### config.mk
export PLATFORM = sky130hd
export DESIGN_NAME = i2c_word_target
export DESIGN_NICKNAME = d
export VERILOG_FILES = /design/src/rtl/i2c_tgt_pkg.sv /design/src/rtl/i2c_line_sync.sv /design/src/rtl/i2c_line_events.sv /design/src/rtl/i2c_word_fsm.sv /design/src/rtl/i2c_word_target.sv
export SDC_FILE = /design/constraint.sdc
export NUM_CORES = 1
export LEC_CHECK = 0
export ABC_AREA = 1
export CORE_ASPECT_RATIO = 1.75
export CORE_UTILIZATION = 30
export DETAILED_ROUTE_END_ITERATION = 8
export SYNTH_ARGS = -nofsm -noshare
export SYNTH_HDL_FRONTEND = slang
export SYNTH_HIERARCHICAL = 1
export SYNTH_SLANG_ARGS = --single-unit
export TNS_END_PERCENT = 30
### constraint.sdc
create_clock -name clk -period 2.4 [get_ports clk]
set_input_delay 0.24 -clock clk [delete_from_list [all_inputs] [get_ports clk]]
set_output_delay 0.24 -clock clk [all_outputs]
set_load 0.01 [all_outputs]
### src/rtl/i2c_tgt_pkg.sv
package i2c_tgt_pkg;

    localparam int BYTE_W = 8;
    localparam int WORD_W = 2 * BYTE_W;
    localparam int CNT_W  = $clog2(BYTE_W + 1);

    typedef enum logic [3:0] {
        S_IDLE,
        S_ADDR,
        S_ADDR_ACK,
        S_PTR,
        S_PTR_ACK,
        S_WDATA,
        S_WDATA_ACK,
        S_RDATA,
        S_RDATA_ACK
    } tgt_state_e;

endpackage

### src/rtl/i2c_line_sync.sv
module i2c_line_sync #(
    parameter int STAGES = 2,
    parameter int W      = 2
) (
    input  logic         clk,
    input  logic         rst_n,
    input  logic [W-1:0] din,
    output logic [W-1:0] dout
);

    logic [W-1:0] pipe [STAGES];

    for (genvar g = 0; g < STAGES; g++) begin : g_stage
        if (g == 0) begin : g_first
            always_ff @(posedge clk or negedge rst_n) begin
                if (!rst_n) pipe[g] <= '1;
                else        pipe[g] <= din;
            end
        end else begin : g_next
            always_ff @(posedge clk or negedge rst_n) begin
                if (!rst_n) pipe[g] <= '1;
                else        pipe[g] <= pipe[g-1];
            end
        end
    end

    assign dout = pipe[STAGES-1];

endmodule

### src/rtl/i2c_line_events.sv
module i2c_line_events (
    input  logic clk,
    input  logic rst_n,
    input  logic scl_s,
    input  logic sda_s,
    output logic scl_rise,
    output logic scl_fall,
    output logic start_ev,
    output logic stop_ev
);

    logic scl_q;
    logic sda_q;

    always_ff @(posedge clk or negedge rst_n) begin
        if (!rst_n) begin
            scl_q <= 1'b1;
            sda_q <= 1'b1;
        end else begin
            scl_q <= scl_s;
            sda_q <= sda_s;
        end
    end

    assign scl_rise = scl_s & ~scl_q;
    assign scl_fall = ~scl_s & scl_q;
    assign start_ev = scl_s & scl_q & sda_q & ~sda_s;
    assign stop_ev  = scl_s & scl_q & ~sda_q & sda_s;

endmodule

### src/rtl/i2c_word_fsm.sv
module i2c_word_fsm
    import i2c_tgt_pkg::*;
(
    input  logic              clk,
    input  logic              rst_n,
    input  logic              scl_rise,
    input  logic              scl_fall,
    input  logic              start_ev,
    input  logic              stop_ev,
    input  logic              sda_s,
    input  logic [6:0]        my_addr,
    input  logic [WORD_W-1:0] reg_rdata,
    output logic              sda_oe,
    output logic [BYTE_W-1:0] reg_addr,
    output logic [WORD_W-1:0] reg_wdata,
    output logic              reg_we,
    output tgt_state_e        state_o
);

    localparam logic [CNT_W-1:0] FULL = CNT_W'(BYTE_W);

    tgt_state_e        state_q;
    tgt_state_e        state_d;
    logic [CNT_W-1:0]  bitcnt;
    logic [BYTE_W-1:0] shreg;
    logic [BYTE_W-1:0] ptr;
    logic [BYTE_W-1:0] hold_hi;
    logic [WORD_W-1:0] wdata;
    logic              rw;
    logic              second;
    logic              ack_rx;
    logic              oe;
    logic              we;
    logic              byte_done;
    logic              addr_hit;

    assign byte_done = scl_fall && (bitcnt == FULL);
    assign addr_hit  = (shreg[BYTE_W-1:1] == my_addr);

    // next-state logic
    always_comb begin
        state_d = state_q;
        if (stop_ev) begin
            state_d = S_IDLE;
        end else if (start_ev) begin
            state_d = S_ADDR;
        end else begin
            unique case (state_q)
                S_IDLE: state_d = S_IDLE;
                S_ADDR: begin
                    if (byte_done) state_d = addr_hit ? S_ADDR_ACK : S_IDLE;
                end
                S_ADDR_ACK: begin
                    if (scl_fall) state_d = rw ? S_RDATA : S_PTR;
                end
                S_PTR: begin
                    if (byte_done) state_d = S_PTR_ACK;
                end
                S_PTR_ACK: begin
                    if (scl_fall) state_d = S_WDATA;
                end
                S_WDATA: begin
                    if (byte_done) state_d = S_WDATA_ACK;
                end
                S_WDATA_ACK: begin
                    if (scl_fall) state_d = second ? S_IDLE : S_WDATA;
                end
                S_RDATA: begin
                    if (byte_done) state_d = S_RDATA_ACK;
                end
                S_RDATA_ACK: begin
                    if (scl_fall) state_d = (ack_rx && !second) ? S_RDATA : S_IDLE;
                end
                default: state_d = S_IDLE;
            endcase
        end
    end

    // state register
    always_ff @(posedge clk or negedge rst_n) begin
        if (!rst_n) state_q <= S_IDLE;
        else        state_q <= state_d;
    end

    // outputs and datapath
    always_ff @(posedge clk or negedge rst_n) begin
        if (!rst_n) begin
            bitcnt  <= '0;
            shreg   <= '0;
            ptr     <= '0;
            hold_hi <= '0;
            wdata   <= '0;
            rw      <= 1'b0;
            second  <= 1'b0;
            ack_rx  <= 1'b0;
            oe      <= 1'b0;
            we      <= 1'b0;
        end else begin
            we <= 1'b0;
            if (stop_ev || start_ev) begin
                oe     <= 1'b0;
                bitcnt <= '0;
                second <= 1'b0;
            end else begin
                unique case (state_q)
                    S_IDLE: oe <= 1'b0;
                    S_ADDR, S_PTR, S_WDATA: begin
                        if (scl_rise) begin
                            shreg  <= {shreg[BYTE_W-2:0], sda_s};
                            bitcnt <= bitcnt + 1'b1;
                        end
                        if (byte_done) begin
                            bitcnt <= '0;
                            if (state_q == S_ADDR) begin
                                rw <= shreg[0];
                                oe <= addr_hit;
                            end else if (state_q == S_PTR) begin
                                ptr <= shreg;
                                oe  <= 1'b1;
                            end else begin
                                if (!second) hold_hi <= shreg;
                                else         wdata   <= {hold_hi, shreg};
                                oe <= 1'b1;
                            end
                        end
                    end
                    S_ADDR_ACK: begin
                        if (scl_fall) begin
                            second <= 1'b0;
                            if (rw) begin
                                shreg <= reg_rdata[WORD_W-1:BYTE_W];
                                oe    <= ~reg_rdata[WORD_W-1];
                            end else begin
                                oe <= 1'b0;
                            end
                        end
                    end
                    S_PTR_ACK: begin
                        if (scl_fall) oe <= 1'b0;
                    end
                    S_WDATA_ACK: begin
                        if (scl_fall) begin
                            oe     <= 1'b0;
                            we     <= second;
                            second <= ~second;
                        end
                    end
                    S_RDATA: begin
                        if (scl_rise) bitcnt <= bitcnt + 1'b1;
                        if (scl_fall) begin
                            if (bitcnt == FULL) begin
                                oe     <= 1'b0;
                                bitcnt <= '0;
                            end else begin
                                shreg <= {shreg[BYTE_W-2:0], 1'b0};
                                oe    <= ~shreg[BYTE_W-2];
                            end
                        end
                    end
                    S_RDATA_ACK: begin
                        if (scl_rise) ack_rx <= ~sda_s;
                        if (scl_fall) begin
                            if (ack_rx && !second) begin
                                shreg  <= reg_rdata[BYTE_W-1:0];
                                oe     <= ~reg_rdata[BYTE_W-1];
                                second <= 1'b1;
                            end else begin
                                oe <= 1'b0;
                            end
                        end
                    end
                    default: oe <= 1'b0;
                endcase
            end
        end
    end

    assign sda_oe    = oe;
    assign reg_addr  = ptr;
    assign reg_wdata = wdata;
    assign reg_we    = we;
    assign state_o   = state_q;

endmodule

### src/rtl/i2c_word_target.sv
module i2c_word_target
    import i2c_tgt_pkg::*;
#(
    parameter logic [6:0] ADDR_BASE   = 7'h40,
    parameter int         SYNC_STAGES = 2
) (
    input  logic         clk,
    input  logic         rst_n,
    input  logic         scl_i,
    input  logic         sda_i,
    output logic         sda_oe,
    input  logic [1:0]   addr_sel,
    output logic [7:0]   reg_addr,
    output logic [15:0]  reg_wdata,
    output logic         reg_we,
    input  logic [15:0]  reg_rdata
);

    logic [1:0] lines_s;
    logic       scl_s;
    logic       sda_s;
    logic       scl_rise;
    logic       scl_fall;
    logic       start_ev;
    logic       stop_ev;
    logic [6:0] my_addr;
    tgt_state_e fsm_state;

    assign my_addr = {ADDR_BASE[6:2], addr_sel};

    i2c_line_sync #(
        .STAGES (SYNC_STAGES),
        .W      (2)
    ) u_sync (
        .clk   (clk),
        .rst_n (rst_n),
        .din   ({scl_i, sda_i}),
        .dout  (lines_s)
    );

    assign scl_s = lines_s[1];
    assign sda_s = lines_s[0];

    i2c_line_events u_events (
        .clk      (clk),
        .rst_n    (rst_n),
        .scl_s    (scl_s),
        .sda_s    (sda_s),
        .scl_rise (scl_rise),
        .scl_fall (scl_fall),
        .start_ev (start_ev),
        .stop_ev  (stop_ev)
    );

    i2c_word_fsm u_fsm (
        .clk       (clk),
        .rst_n     (rst_n),
        .scl_rise  (scl_rise),
        .scl_fall  (scl_fall),
        .start_ev  (start_ev),
        .stop_ev   (stop_ev),
        .sda_s     (sda_s),
        .my_addr   (my_addr),
        .reg_rdata (reg_rdata),
        .sda_oe    (sda_oe),
        .reg_addr  (reg_addr),
        .reg_wdata (reg_wdata),
        .reg_we    (reg_we),
        .state_o   (fsm_state)
    );

endmodule

After elaboration in Yosys (flattened, before gate mapping)
Cells that the tools add are included.
{"block": "totals", "reg_bits": 59, "in_bits": 22, "output_inout_bits": 26, "elab_cells": 132}
{"block": "op_classes", "addsub": 1, "eq_ne": 32, "mux": 48, "bitwise": 18, "reduce_logical": 18}
{"cell": "two-way mux 4 bit", "n": 15}
{"cell": "two-way mux 8 bit", "n": 7}
{"cell": "!= test 4 x 1 -> 1 bit, second input constant", "n": 8}
{"cell": "one-hot mux 4 bit (8 select lines)", "n": 1}
{"cell": "one-hot mux 8 bit (4 select lines)", "n": 1}
{"cell": "!= test 3 x 1 -> 1 bit, second input constant", "n": 7}
{"cell": "two-way mux 1 bit", "n": 17}
{"cell": "== test 4 x 3 -> 1 bit, second input constant", "n": 4}
{"cell": "AND reduction 5 bit", "n": 3}
{"cell": "AND reduction 6 bit", "n": 2}
{"cell": "inverter 1 bit", "n": 11}
{"cell": "!= test 2 x 1 -> 1 bit, second input constant", "n": 5}
{"cell": "two-way mux 3 bit", "n": 3}
{"cell": "AND reduction 9 bit", "n": 1}
{"cell": "== test 4 x 2 -> 1 bit, second input constant", "n": 2}
{"cell": "== test 4 bit, second input constant", "n": 2}
{"cell": "one-hot mux 4 bit (2 select lines)", "n": 1}
{"cell": "AND reduction 8 bit", "n": 1}
{"cell": "nonzero test 4 bit", "n": 2}
{"cell": "bitwise AND 1 bit", "n": 7}
{"cell": "== test 7 bit", "n": 1}
{"cell": "one-hot mux 1 bit (5 select lines)", "n": 1}
{"cell": "adder 4 x 1 -> 4 bit, second input constant", "n": 1}
{"cell": "== test 4 x 1 -> 1 bit, second input constant", "n": 1}
{"cell": "other kinds (11)", "n": 13}

Logic depth before layout (Yosys ltp)
{"block": "depth", "ltp_word": 7, "mapped_depth": 12, "ltp_nobuf": 11}

Modules after synthesis
The synthesis kept the hierarchy.
{"mod": "i2c_word_fsm", "n_inst": 1, "cells_each": 341, "area_each_um2": 2745.1, "seq_area_each_um2": 1326.3}
{"mod": "i2c_line_sync", "n_inst": 1, "cells_each": 6, "area_each_um2": 120.1, "seq_area_each_um2": 105.1}
{"mod": "i2c_line_events", "n_inst": 1, "cells_each": 13, "area_each_um2": 93.8, "seq_area_each_um2": 52.6}
{"mod": "i2c_word_target", "n_inst": 1, "cells_each": 2, "area_each_um2": 7.5, "seq_area_each_um2": 0.0}

Worst setup path after synthesis
OpenSTA, ideal clock, no wires.
{"block": "synth_timing", "path_kind": "reg-to-reg", "startpoint": "reg u_sync.pipe (netlist bit u_sync/dout[0])", "endpoint": "reg u_fsm.wdata[12], in the netlist u_fsm/reg_wdata[12]", "setup_ns": 0.125, "t_arrival_ns": 1.678, "t_required_ns": 2.275, "slack_ns": 0.596, "stages_incl_launch_ff": 11, "n_path_buf": 2, "period_less_slack_ns": 1.804, "path_cell_list": "dfstp_2 -> buf_4 -> inv_1 -> nand2_1 -> nor2_1 -> nor2_1 -> nand2_1 -> nor2_1 -> nand2_2 -> buf_6 -> mux2_4"}
{"block": "synth_between", "elab_chain_cells": 5, "elab_cells_between_ends": 6, "classes_between": "bitwise: 4; reduce/logical: 2"}
{"item": "start, declared", "line": "i2c_line_sync.sv:11", "source": "logic [W-1:0] pipe [STAGES];"}
{"item": "start signal, assigned by index", "line": "i2c_line_sync.sv:22", "source": "else pipe[g] <= pipe[g-1];"}
{"item": "inverter 1 bit", "line": "i2c_line_events.sv:27", "source": "assign start_ev = scl_s & scl_q & sda_q & ~sda_s;"}
{"item": "bitwise AND 1 bit", "line": "i2c_line_events.sv:27"}
{"item": "named net start_ev", "line": "i2c_word_target.sv:24", "source": "logic start_ev;"}
{"item": "logical OR 1 bit", "line": "i2c_word_fsm.sv:100", "source": "if (stop_ev || start_ev) begin"}
{"item": "inverter 1 bit (no line)"}
{"item": "AND reduction 6 bit (no line)"}
{"item": "end signal, assigned", "line": "i2c_word_fsm.sv:122", "source": "else wdata <= {hold_hi, shreg};"}
{"item": "end, declared", "line": "i2c_word_fsm.sv:28", "source": "logic [WORD_W-1:0] wdata;"}
The timed path passes the listed nets, and every way through them passes these cells.
A chain may end at the register's enable or synchronous reset.

Worst setup path in the final report
{"block": "layout_timing", "startpoint": "reg u_events.scl_q", "endpoint": "reg u_fsm.wdata[13], in the netlist u_fsm/reg_wdata[13]"}
{"block": "layout_between", "elab_cells_between_ends": 10, "classes_between": "bitwise: 7; reduce/logical: 3"}
{"item": "start, declared", "line": "i2c_line_events.sv:12", "source": "logic scl_q;"}
{"item": "start signal, assigned", "line": "i2c_line_events.sv:20", "source": "scl_q <= scl_s;"}
{"item": "bitwise AND 1 bit", "line": "i2c_line_events.sv:26", "source": "assign scl_fall = ~scl_s & scl_q;"}
{"item": "named net scl_fall", "line": "i2c_word_target.sv:23", "source": "logic scl_fall;"}
{"item": "logical AND 1 bit", "line": "i2c_word_fsm.sv:37", "source": "assign byte_done = scl_fall && (bitcnt == FULL);"}
{"item": "AND reduction 6 bit (no line)"}
The timed path passes the listed nets, and every way through them passes these cells.

==> results.sh <==
export IMPL_cp_common_cell="nand2_2"
export IMPL_area_delta_synth_final_pct=32.26
export IMPL_r2r_end="u_fsm/reg_wdata[13]"
export IMPL_skew_ns=0.005234
export IMPL_power_density_mw_per_mm2=794.5
export IMPL_critPathRequiredTime_ns=2.61
export IMPL_maxSlewViolCount=0
export IMPL_synth_compound_area_share_pct=10.04
export IMPL_hold_viol=0
export IMPL_netlist_area_sq_mm=0.002967
export IMPL_ys_warn_count=6
export IMPL_min_path_type="input port to flop"
export IMPL_die_y_microns=133.6
export IMPL_synthXorXnorAreaFrac_pct=0
export IMPL_ff2ff_setup_slack_ns=0.28
export IMPL_path_clk_slew_ns=0.05
export IMPL_ir_drop_mv=0.4403
export IMPL_gp_congestion=0.9136
export IMPL_rr_worst_depth=6
export IMPL_core_area_sq_mm=0.009527
export IMPL_min_to="u_sync/pipe[3]"
export IMPL_grt_max_degree=37
export IMPL_ctsResizeCount=0
export IMPL_fin_crit_sh_pct=88.25
export IMPL_synthAdderAreaFrac_pct=0.8435
export IMPL_clock_root_buffer="clkbuf_16"
export IMPL_track_usage_pct=16.00
export IMPL_hold_start="scl_i"
export IMPL_crit_path_start_kind="flop"
export IMPL_drc=0
export IMPL_ant_nets=0
export IMPL_grt_pass1_wl_microns=12270
export IMPL_viasPerCell=4.577
export IMPL_netlist_instances=362
export IMPL_end_kind="flop"
export IMPL_netlist_area_leader_share_pct=44.71
export IMPL_synthTopCellsByArea="dfrtp_1 45%, nand2_1 15%, dfstp_2 5.3%"
export IMPL_max_slew_margin_rel_pct=59.42
export IMPL_fin_util_pct=41.19
export IMPL_cts_buffers_inserted=9
export IMPL_diodes=0
export IMPL_max_stage_delay_ns=0.53
export IMPL_critical_path_arrival_ns=2.33
export IMPL_min_path_cells=1
export IMPL_grt_setup_unrepaired="no"
export IMPL_io_pins=48
export IMPL_crit_type="flop to flop"
export IMPL_setup_violations=0
export IMPL_ys_types=36
export IMPL_antenna_found_initial=0
export IMPL_dr_pass1_iters=4
export IMPL_grt_pass1_vias=2497
export IMPL_max_cap_violations=0
export IMPL_tightest_slew_ns=0.6087
export IMPL_insertion_delay_ns=0.33
export IMPL_start_util_pct=31.14
export IMPL_worstPathCellList="inv_1 > nor2_1 > nand2_2 > nor2_2 > nand2_2 > mux2_4"
export IMPL_drt_total_wl_microns=7330
export IMPL_wl_per_cell_microns=13.30
export IMPL_dp_hpwl_microns=5765
export IMPL_dieArea_sq_mm=0.01031
export IMPL_fmax_ghz=0.4721
export IMPL_vias=2522
export IMPL_fin_crit_ns=2.118
export IMPL_status="finished clean"
export IMPL_htreeDepth=3
export IMPL_cts_tree="built"
export IMPL_overflow=0
export IMPL_dieWidth_microns=77.17
export IMPL_yosys_area_share_simple_pct=27.88
export IMPL_rr_startpoint="u_events/scl_q"
export IMPL_cts_sinks=59
export IMPL_drtIter0Drc=124
export IMPL_yosysTopAreaCell="dfrtp_1"
export IMPL_io_buffers=47
export IMPL_power_leakage_nw=1.854
export IMPL_synth_area_per_cell_sq_um=8.195
export IMPL_fin_setup_tns_ns=0
export IMPL_crit_family="simple AND/OR/NAND/NOR gates"
export IMPL_layout_drive_gt1_share_pct=12.35
export IMPL_seq_area_frac_synth_pct=50.02
export IMPL_cp_max_fo=24
export IMPL_rows=47
export IMPL_slowest_stage="dfstp_2"
export IMPL_ys_ff_latch=59
export IMPL_clk_path_buf_depth=2
export IMPL_fin_nets=449
export IMPL_synth_top_family_by_area="simple AND/OR/NAND/NOR gates"
export IMPL_synth_mux_area_share_pct=3.543
export IMPL_timing_critical_path_buf_inv=1
-- cell type report --
cell class	count	area (sq um)
clock inverters	2	60.06
clock buffers	13	250.2
fillers	978	5603
repair buffers	54	533.0
well taps	122	152.6
inverters	40	151.4
multi-input cells	261	1292
flip-flops and latches	59	1484
-- cell usage after synthesis --
cell and n:
dfstp_2 6, inv_2 3, nor3_2 1, nor3b_1 2, dfrtp_1 53, a211oi_1 1, o21ai_1 9, o21ai_0 27
a31oi_1 1, nand3_1 19, inv_1 36, o21ai_4 1, nor4_1 1, nor2_2 3, nor3_1 6, nand3_2 2
o21bai_1 1, o211ai_1 7, a21oi_1 2, nand3_4 1, nand4_1 3, ha_1 2, buf_6 2, conb_1 2
clkbuf_1 1, o21ai_2 2, nand2_2 4, nand2_1 118, nand2_4 1, nor2_4 1, buf_4 3, mux2_2 4
mux2_4 4, buf_2 4, nor2_1 28, clkinv_2 1
-- stage by stage --
stage | hold WS (ns) | cell area, sq um | setup slack (ns) | std cells | total power, W
after floorplan | -0.05559 | 2997 | 0.5965 | 370 | 0.001580
after global placement | 0.2846 | 3603 | 0.2711 | 535 | 0.001778
after global routing | 0.3072 | 3924 | 0.08571 | 551 | 0.003311
after CTS | 0.3148 | 3924 | 0.2594 | 551 | 0.003156
final | 0.3220 | 3924 | 0.2819 | 551 | 0.003118
after detailed placement | 0.2882 | 3603 | 0.2698 | 535 | 0.001787
-- flip-flops by register name (all words and copies together), names as in the netlist, 2 cells and up --
name             count
u_fsm/shreg          8
u_fsm/bitcnt         4
u_fsm/reg_addr       8
u_fsm/state_o        4
u_fsm/reg_wdata     16
u_fsm/hold_hi        8
u_sync/dout          2
u_sync/pipe          2
-- layout by cell type (no fill, tap or decap), drive strengths merged --
| cell type | instances |
|---|---|
| a21oi | 2 |
| dlygate4sd3 | 1 |
| clkdlybuf4s50 | 46 |
| nand4 | 3 |
| o21bai | 1 |
| conb | 10 |
| ha | 2 |
| dfrtp | 53 |
| a211oi | 1 |
| nor2 | 32 |
| buf | 7 |
| o21ai | 39 |
| bufinv | 2 |
| mux2 | 8 |
| dfstp | 6 |
| clkbuf | 13 |
| nand3 | 22 |
| o211ai | 7 |
| nand2 | 123 |
| nor4 | 1 |
| clkinv | 1 |
| inv | 39 |
| nor3b | 2 |
| a31oi | 1 |
| nor3 | 7 |
-- cells by family after synthesis --
logic type / Yosys count
buf+inv: 50
mux: 8
simple gates: 190
fa+ha+maj: 2
other cells: 2
compound gates: 51
flops: 59
-- per-layer routing --
| layer | GRT usage [%] | vias up | wire length [microns] |
|---|---|---|---|
| met1 | 16.15 | 1169 | 2772 |
| li1 | - | 1274 | - |
| met4 | 9.748 | 0 | 263 |
| met5 | 0 | - | 0 |
| met2 | 29.15 | 64 | 4018 |
| met3 | 3.699 | 15 | 275 |
-- report_power, final --
group	switching, W	internal [W]	total [W]	leakage (nW)
Sequential	0.0000841	0.00110	0.00118	0.791
Clock	0.000418	0.000930	0.00135	0.150
Combinational	0.000374	0.000210	0.000584	0.912
Total	0.000877	0.00224	0.00312	1.85
-- how the worst max path moves through the flow --
stage	from	to	slack (ns)	cells past startpoint
floorplan	u_sync/dout[0]	u_fsm/reg_wdata[12]	0.60	10
global placement	u_events/scl_q	u_fsm/reg_wdata[14]	0.27	6
detailed placement	u_events/scl_q	u_fsm/reg_wdata[14]	0.27	6
CTS	u_events/scl_q	u_fsm/reg_wdata[14]	0.26	6
global route	u_sync/dout[0]	u_fsm/hold_hi[7]	0.09	9
finish	u_events/scl_q	u_fsm/reg_wdata[13]	0.28	6
-- repair_timing --
action,4_1_cts,5_1_grt
buffers inserted,0,0
hold endpoints to repair,17,0
hold buffers,1,0
Note: power is estimated with default switching activity, not from simulation.
